`src/rtl/msi_ring_pkg.sv`:
```
package msi_ring_pkg;
  localparam int MIN_LOG   = 15;
  localparam int CODE_W    = 2;
  localparam int ENTRY_LOG = 4;
  localparam int MAX_LOG   = MIN_LOG + (1 << CODE_W) - 1;
  localparam int OFF_W     = MAX_LOG;

  typedef struct packed {
    logic accept;
    logic overwrite;
    logic drop;
    logic wrCtl;
    logic wrBaseHi;
    logic wrBaseLo;
    logic wrRdOff;
  } ringStb_t;

  function automatic logic [OFF_W-1:0] sizeMask(input logic [CODE_W-1:0] code);
    logic [OFF_W:0] full;
    full = ({{OFF_W{1'b0}}, 1'b1} << (MIN_LOG + int'(code))) - 1'b1;
    return full[OFF_W-1:0] & ~{{(OFF_W-ENTRY_LOG){1'b0}}, {ENTRY_LOG{1'b1}}};
  endfunction
endpackage

```
`src/rtl/msi_ring_ctl.sv`:
```
module msi_ring_ctl
  import msi_ring_pkg::*;
(
  input  logic       msiValid,
  input  logic       regWrEn,
  input  logic [2:0] regAddr,
  input  logic       capEn,
  input  logic       stopEn,
  input  logic       irqEn,
  input  logic       qFull,
  input  logic       qEmpty,
  output ringStb_t   stb,
  output logic       irqOut
);
  localparam logic [2:0] A_CTL  = 3'd0;
  localparam logic [2:0] A_BHI  = 3'd3;
  localparam logic [2:0] A_BLO  = 3'd4;
  localparam logic [2:0] A_RDOF = 3'd5;

  logic live;
  logic blocked;

  always_comb begin
    live    = msiValid && capEn;
    blocked = qFull && stopEn;
    stb = '0;
    stb.accept    = live && !blocked;
    stb.overwrite = live && !blocked && qFull;
    stb.drop      = live && blocked;
    stb.wrCtl     = regWrEn && (regAddr == A_CTL);
    stb.wrBaseHi  = regWrEn && (regAddr == A_BHI);
    stb.wrBaseLo  = regWrEn && (regAddr == A_BLO);
    stb.wrRdOff   = regWrEn && (regAddr == A_RDOF);
    irqOut = irqEn && !qEmpty;
  end
endmodule

```
`src/rtl/msi_ring_dp.sv`:
```
module msi_ring_dp
  import msi_ring_pkg::*;
#(
  parameter int REG_W  = 32,
  parameter int ADDR_W = 64,
  parameter int ENT_W  = 128
) (
  input  logic              clk,
  input  logic              rstN,
  input  ringStb_t          stb,
  input  logic [2:0]        regAddr,
  input  logic [REG_W-1:0]  regWrData,
  input  logic [REG_W-1:0]  msiData,
  output logic [REG_W-1:0]  regRdData,
  output logic              capEn,
  output logic              stopEn,
  output logic              irqEn,
  output logic              qFull,
  output logic              qEmpty,
  output logic [OFF_W-1:0]  wrOff,
  output logic [OFF_W-1:0]  rdOff,
  output logic              memWrValid,
  output logic [ADDR_W-1:0] memWrAddr,
  output logic [ENT_W-1:0]  memWrData
);
  localparam int HALF_W = ADDR_W / 2;
  localparam logic [OFF_W-1:0] STEP = OFF_W'(1 << ENTRY_LOG);

  logic              fullEn;
  logic [CODE_W-1:0] sizeCode;
  logic              ovfFlag;
  logic [HALF_W-1:0] baseHi;
  logic [HALF_W-1:0] baseLo;

  logic [OFF_W-1:0] curMask;
  logic [OFF_W-1:0] newMask;
  logic [OFF_W-1:0] wrInc;
  logic [OFF_W-1:0] rdInc;
  logic [OFF_W-1:0] nextWr;
  logic [OFF_W-1:0] nextRd;

  always_comb begin
    curMask = sizeMask(sizeCode);
    newMask = stb.wrCtl ? sizeMask(regWrData[9:8]) : curMask;
    wrInc   = (wrOff + STEP) & curMask;
    rdInc   = (rdOff + STEP) & curMask;
    qFull   = (wrInc == rdOff);
    qEmpty  = (wrOff == rdOff);

    nextWr = stb.accept ? wrInc : wrOff;
    if (stb.wrRdOff)        nextRd = regWrData[OFF_W-1:0] & curMask;
    else if (stb.overwrite) nextRd = rdInc;
    else                    nextRd = rdOff;
    nextWr = nextWr & newMask;
    nextRd = nextRd & newMask;
  end

  always_ff @(posedge clk) begin
    if (!rstN) begin
      capEn      <= 1'b0;
      fullEn     <= 1'b0;
      irqEn      <= 1'b0;
      stopEn     <= 1'b0;
      sizeCode   <= '0;
      ovfFlag    <= 1'b0;
      baseHi     <= '0;
      baseLo     <= '0;
      wrOff      <= '0;
      rdOff      <= '0;
      memWrValid <= 1'b0;
      memWrAddr  <= '0;
      memWrData  <= '0;
    end else begin
      if (stb.wrCtl) begin
        capEn    <= regWrData[0];
        fullEn   <= regWrData[1];
        irqEn    <= regWrData[3];
        stopEn   <= regWrData[4];
        sizeCode <= regWrData[9:8];
      end
      if (stb.drop)                          ovfFlag <= 1'b1;
      else if (stb.wrCtl && regWrData[31])   ovfFlag <= 1'b0;
      if (stb.wrBaseHi) baseHi <= regWrData[HALF_W-1:0];
      if (stb.wrBaseLo) baseLo <= regWrData[HALF_W-1:0];
      wrOff      <= nextWr;
      rdOff      <= nextRd;
      memWrValid <= stb.accept;
      if (stb.accept) begin
        memWrAddr <= {baseHi, baseLo} + ADDR_W'(wrOff);
        memWrData <= {{(ENT_W-REG_W){1'b0}}, msiData};
      end
    end
  end

  always_comb begin
    regRdData = '0;
    case (regAddr)
      3'd0: begin
        regRdData[0]   = capEn;
        regRdData[1]   = fullEn;
        regRdData[3]   = irqEn;
        regRdData[4]   = stopEn;
        regRdData[9:8] = sizeCode;
        regRdData[30]  = fullEn && qFull;
        regRdData[31]  = ovfFlag;
      end
      3'd3:    regRdData = REG_W'(baseHi);
      3'd4:    regRdData = REG_W'(baseLo);
      3'd5:    regRdData = REG_W'(rdOff);
      3'd6:    regRdData = REG_W'(wrOff);
      default: regRdData = '0;
    endcase
  end
endmodule

```
`src/rtl/msi_ring_ctrl.sv`:
```
module msi_ring_ctrl
  import msi_ring_pkg::*;
(
  input  logic         clk,
  input  logic         rstN,
  input  logic         msiValid,
  input  logic [31:0]  msiData,
  input  logic         regWrEn,
  input  logic [2:0]   regAddr,
  input  logic [31:0]  regWrData,
  output logic [31:0]  regRdData,
  output logic         memWrValid,
  output logic [63:0]  memWrAddr,
  output logic [127:0] memWrData,
  output logic         irqOut
);
  ringStb_t         stb;
  logic             capEn;
  logic             stopEn;
  logic             irqEn;
  logic             qFull;
  logic             qEmpty;
  logic [OFF_W-1:0] wrOff;
  logic [OFF_W-1:0] rdOff;

  msi_ring_ctl u_ctl (
    .msiValid (msiValid),
    .regWrEn  (regWrEn),
    .regAddr  (regAddr),
    .capEn    (capEn),
    .stopEn   (stopEn),
    .irqEn    (irqEn),
    .qFull    (qFull),
    .qEmpty   (qEmpty),
    .stb      (stb),
    .irqOut   (irqOut)
  );

  msi_ring_dp #(.REG_W(32), .ADDR_W(64), .ENT_W(128)) u_dp (
    .clk        (clk),
    .rstN       (rstN),
    .stb        (stb),
    .regAddr    (regAddr),
    .regWrData  (regWrData),
    .msiData    (msiData),
    .regRdData  (regRdData),
    .capEn      (capEn),
    .stopEn     (stopEn),
    .irqEn      (irqEn),
    .qFull      (qFull),
    .qEmpty     (qEmpty),
    .wrOff      (wrOff),
    .rdOff      (rdOff),
    .memWrValid (memWrValid),
    .memWrAddr  (memWrAddr),
    .memWrData  (memWrData)
  );
endmodule

```
`config.mk`:
```
export PLATFORM = sky130hd
export DESIGN_NAME = msi_ring_ctrl
export DESIGN_NICKNAME = d
export VERILOG_FILES = /design/src/rtl/msi_ring_pkg.sv /design/src/rtl/msi_ring_ctl.sv /design/src/rtl/msi_ring_dp.sv /design/src/rtl/msi_ring_ctrl.sv
export SDC_FILE = /design/constraint.sdc
export NUM_CORES = 1
export LEC_CHECK = 0
export BUFFER_PORTS_ARGS = -buffer_cell sky130_fd_sc_hd__buf_4
export CAP_MARGIN = 20
export CORE_MARGIN = 1.5
export CORE_UTILIZATION = 45
export DETAILED_ROUTE_END_ITERATION = 10
export GPL_ROUTABILITY_DRIVEN = 1
export GPL_TIMING_DRIVEN = 0
export PLACE_DENSITY = 0.82
export SKIP_LAST_GASP = 1
export SYNTH_ARGS = -nofsm -noshare
export SYNTH_HDL_FRONTEND = slang
export SYNTH_SLANG_ARGS = --single-unit
export TNS_END_PERCENT = 20
```
`constraint.sdc`:
```
create_clock -name clk -period 6.1 [get_ports clk]
set_input_delay 1.83 -clock clk [delete_from_list [all_inputs] [get_ports clk]]
set_output_delay 1.83 -clock clk [all_outputs]
set_load 0.05 [all_outputs]
```
==> metrics.md <==
| Metric | Value |
|---|---|
| CTS tree | yes |
| Data required time of the critical path | 4.27 ns |
| Seq/Total Area, Yosys | 35.56% |
| Hold Crit Class | reg -> reg |
| Bufs and invs on worst path | 5 |
| RSZ-0062 raised after global routing | no |
| Part of the cycle the worst path needs | 97.78% |
| # DRC | 0 |
| P_sw | 903.9 uW |
| Area share of the leading cell type in the synthesized netlist | a little over a third |
| Resized Gates After CTS | 0 |
| # rows | 57 |
| CP most frequent cell | clkbuf_1 |
| Routed length per placed instance | about 19 microns |
| CP max FO | 10 |
| Sw frac | between 30% and 40% |
| Core area | 24180 sq um |
| Largest net degree at the start of global routing | 21 |
| Worst skew pair latency | 0.46 ns |
| Setup CP Type | in -> out |
| IO Port Bufs | 199 |
| H-tree depth | 4 |
| Gr usage total | 30.36% |
| Setup Fix Bufs, Post-CTS | 0 |
| CP max stage delay | around 0.55 ns |
| Warnings, synthesis | 0 |
| Power per cell area | 209.5 nW/um^2 |
| CTS buffer count | 17 |
| Crit. End Element | output port |
| Count leader, synth | nand2_1 |
| Final WL | 39.85 mm |
| Clk buf depth | 2 |
| Slowest-stage cell, CP | clkbuf_1 |
| Initial DRC count | 1351 |
| Layout area overhead | 26.03% |
| # IOs | between 200 and 300 |
| Die W | 159.6 microns |
| Status | complete, no violations |
| Initial Util | around 46% |
| First-pass GRT wire length | roughly 60 mm |
| Max Cap Violations | 0 |
| DR vias | 11600 |
| Slew @ Worst Pin | around 1 ns |
| Initial antenna violation count | 0 |
| Number of iterations in the first detailed-routing pass | 7 |
| Nets@finish | ~1800 |
| Post-synth EDFFs | 0 |
| Seq cells post-synth | 196 |
| Max Clk Rate | 0.1677 GHz |
| Pint | about 2000 uW |
| Vias in the first global route | between 10000 and 15000 |
| Async S/R FF share, synth | 0% |
| TNS Setup | 0 ns |
| Clock power share | 40.4% |
| Synth cell count leaders | nand2_1, dfxtp_1, a21oi_1 |
| Clk root buf | clkbuf_16 |
| Syn Std Cell Area | 11030 sq um |
| Logic pwr share | 14.3% |
| Syn_area_per_cell | 7.705 sq um |
| Crit path arrival time | 4.13 ns |
| Cts hold-fix bufs | 0 |
| Crit path max-delay family | buffers and inverters |
| Static leakage | 0.005607 uW |
| Synth Instances | 1432 |
| Fill count | 2239 |
| Area contributors post-synth | dfxtp_1, nand2_1, a21oi_1, buf_4, xnor2_1 |
| Die H | 159.6 microns |
| Clock transition at path regs | approximately 0.070 ns |
| Min Tclk post-route | a little under 6 ns |
| Seq pwr share | 45.3% |
| Worst Clk Skew | 0.01202 ns |
| Synth cell types | 68 |
| Dominant cell type by area after synthesis | dfxtp_1 |
| Max IR drop VDD | 0.1846 mV |
| Antenna viol nets, final | 0 |
| Layout cell share with drive strength beyond 1 | 20.64% |
| Hold WS | approximately 0.46 ns |
| Remaining Overflow, GRT | 0 |
| Crit start category | input port |
| Final hold violations | 0 |
| # clock sinks | 196 |
| Number of vias per cell | 5.566 |
| Final setup viols | 0 |
| Die ar. | 25470 sq um |
| Placer Congestion | 0.9843 |
| Slew margin rel. | 31.57% |
| Final Max Tran Viols | 0 |
| Crit path cell chain | buf_4 > and2_1 > clkbuf_1 > nor2b_1 > clkbuf_1 > clkbuf_1 > a22o_1 > buf_4 |
| Synth Flop Type | dfxtp_1 |
| Hpwl dp | 30.58 mm |
-- worst paths after layout --
check	depth (start not counted)	from	endpoint	slack [ns]
min reg2reg	2	u_dp.memWrData[1]$_SDFFE_PN0N_	u_dp.memWrData[1]$_SDFFE_PN0N_	0.46
max reg2reg	12	u_dp.wrOff[4]$_SDFF_PN0_	u_dp.memWrAddr[47]$_SDFFE_PN0N_	2.03
max	8	regAddr[0]	regRdData[6]	0.14
min	2	u_dp.memWrData[1]$_SDFFE_PN0N_	u_dp.memWrData[1]$_SDFFE_PN0N_	0.46
-- per-stage QoR --
stage / setup slack [ns] / area [sq um] / power [uW] / cells / utilization [%]
after floorplan: 0.5565 / 11390 / 1644 / 1528 / -
after global placement: 0.3415 / 13290 / 1751 / 2051 / 54.98
after detailed placement: 0.3100 / 13290 / 1755 / 2051 / 54.98
after CTS: 0.2778 / 13900 / 2902 / 2083 / 57.50
after global routing: 0.1152 / 13900 / 2983 / 2083 / 57.50
final: 0.1357 / 13900 / 2913 / 2084 / 57.51
-- layout by cell type (no fill, tap or decap), types with 36 or more instances in the layout --
| cell | n |
|---|---|
| buf_4 | 298 |
| nand2_1 | 293 |
| dfxtp_1 | 196 |
| a21oi_1 | 169 |
| conb_1 | 98 |
| clkbuf_1 | 83 |
| nor2_1 | 62 |
| o21ai_0 | 60 |
| xnor2_1 | 41 |
| xor2_1 | 40 |
| a211oi_1 | 36 |
-- per-layer routing --
layer / vias to the layer above / wire (microns) / track usage [%] / part of all wire [%]
met5: - / 0 / 0 / 0
met4: 0 / 1127 / 11.45 / 2.8
met3: 83 / 4743 / 7.710 / 12
met2: 749 / 17740 / 47.90 / 45
met1: 5343 / 16240 / 39.91 / 41
li1: 5425 / - / - / -
-- logic make-up after synthesis --
group / count (synthesis) / share of synthesized area [%]
buf+inv: 223 / 11.26
fa+ha+maj: 18 / 2.109
compound gates: 367 / 20.71
xor+xnor: 81 / 6.430
mux: 22 / 1.996
other cells: 2 / 0.06807
simple gates: 523 / 21.86
flops: 196 / 35.56
-- layout make-up --
type / count / area [sq um] / area share, %
flip-flops and latches: 196 / 3924 / 28.22
clock inverters: 15 / 183.9 / 1.323
inverters: 18 / 67.56 / 0.4859
multi-input cells: 1109 / 6227 / 44.79
clock buffers: 17 / 425.4 / 3.059
plain buffers: 205 / 1175 / 8.450
diodes: 1 / 2.502 / 0.01800
repair buffers: 199 / 1494 / 10.74
well taps: 324 / 405.4 / 2.916
-- flip-flops by register name (all words and copies together) (netlist names) --
signal,count
u_dp.baseLo,32
u_dp.irqEn,1
u_dp.baseHi,32
u_dp.capEn,1
u_dp.sizeCode,2
u_dp.fullEn,1
u_dp.wrOff,14
u_dp.ovfFlag,1
u_dp.rdOff,14
u_dp.stopEn,1
u_dp.memWrValid,1
u_dp.memWrData,32
u_dp.memWrAddr,64
-- power by group through the flow --
stage | logic [uW] | registers [uW] | clock network (uW)
4_1_cts | 408 | 1320 | 1180
3_5_place_dp | 407 | 1350 | 0
2_1_floorplan | 284 | 1360 | 0
5_1_grt | 435 | 1320 | 1230
3_3_place_gp | 404 | 1350 | 0
6_report | 417 | 1320 | 1180
-- worst min-delay path, stage by stage (launching register included) --
cell and delay, ns:
dfxtp_1 0.31, nand2_1 0.05, a21oi_1 0.05
Power figures use the tool's default switching activity.
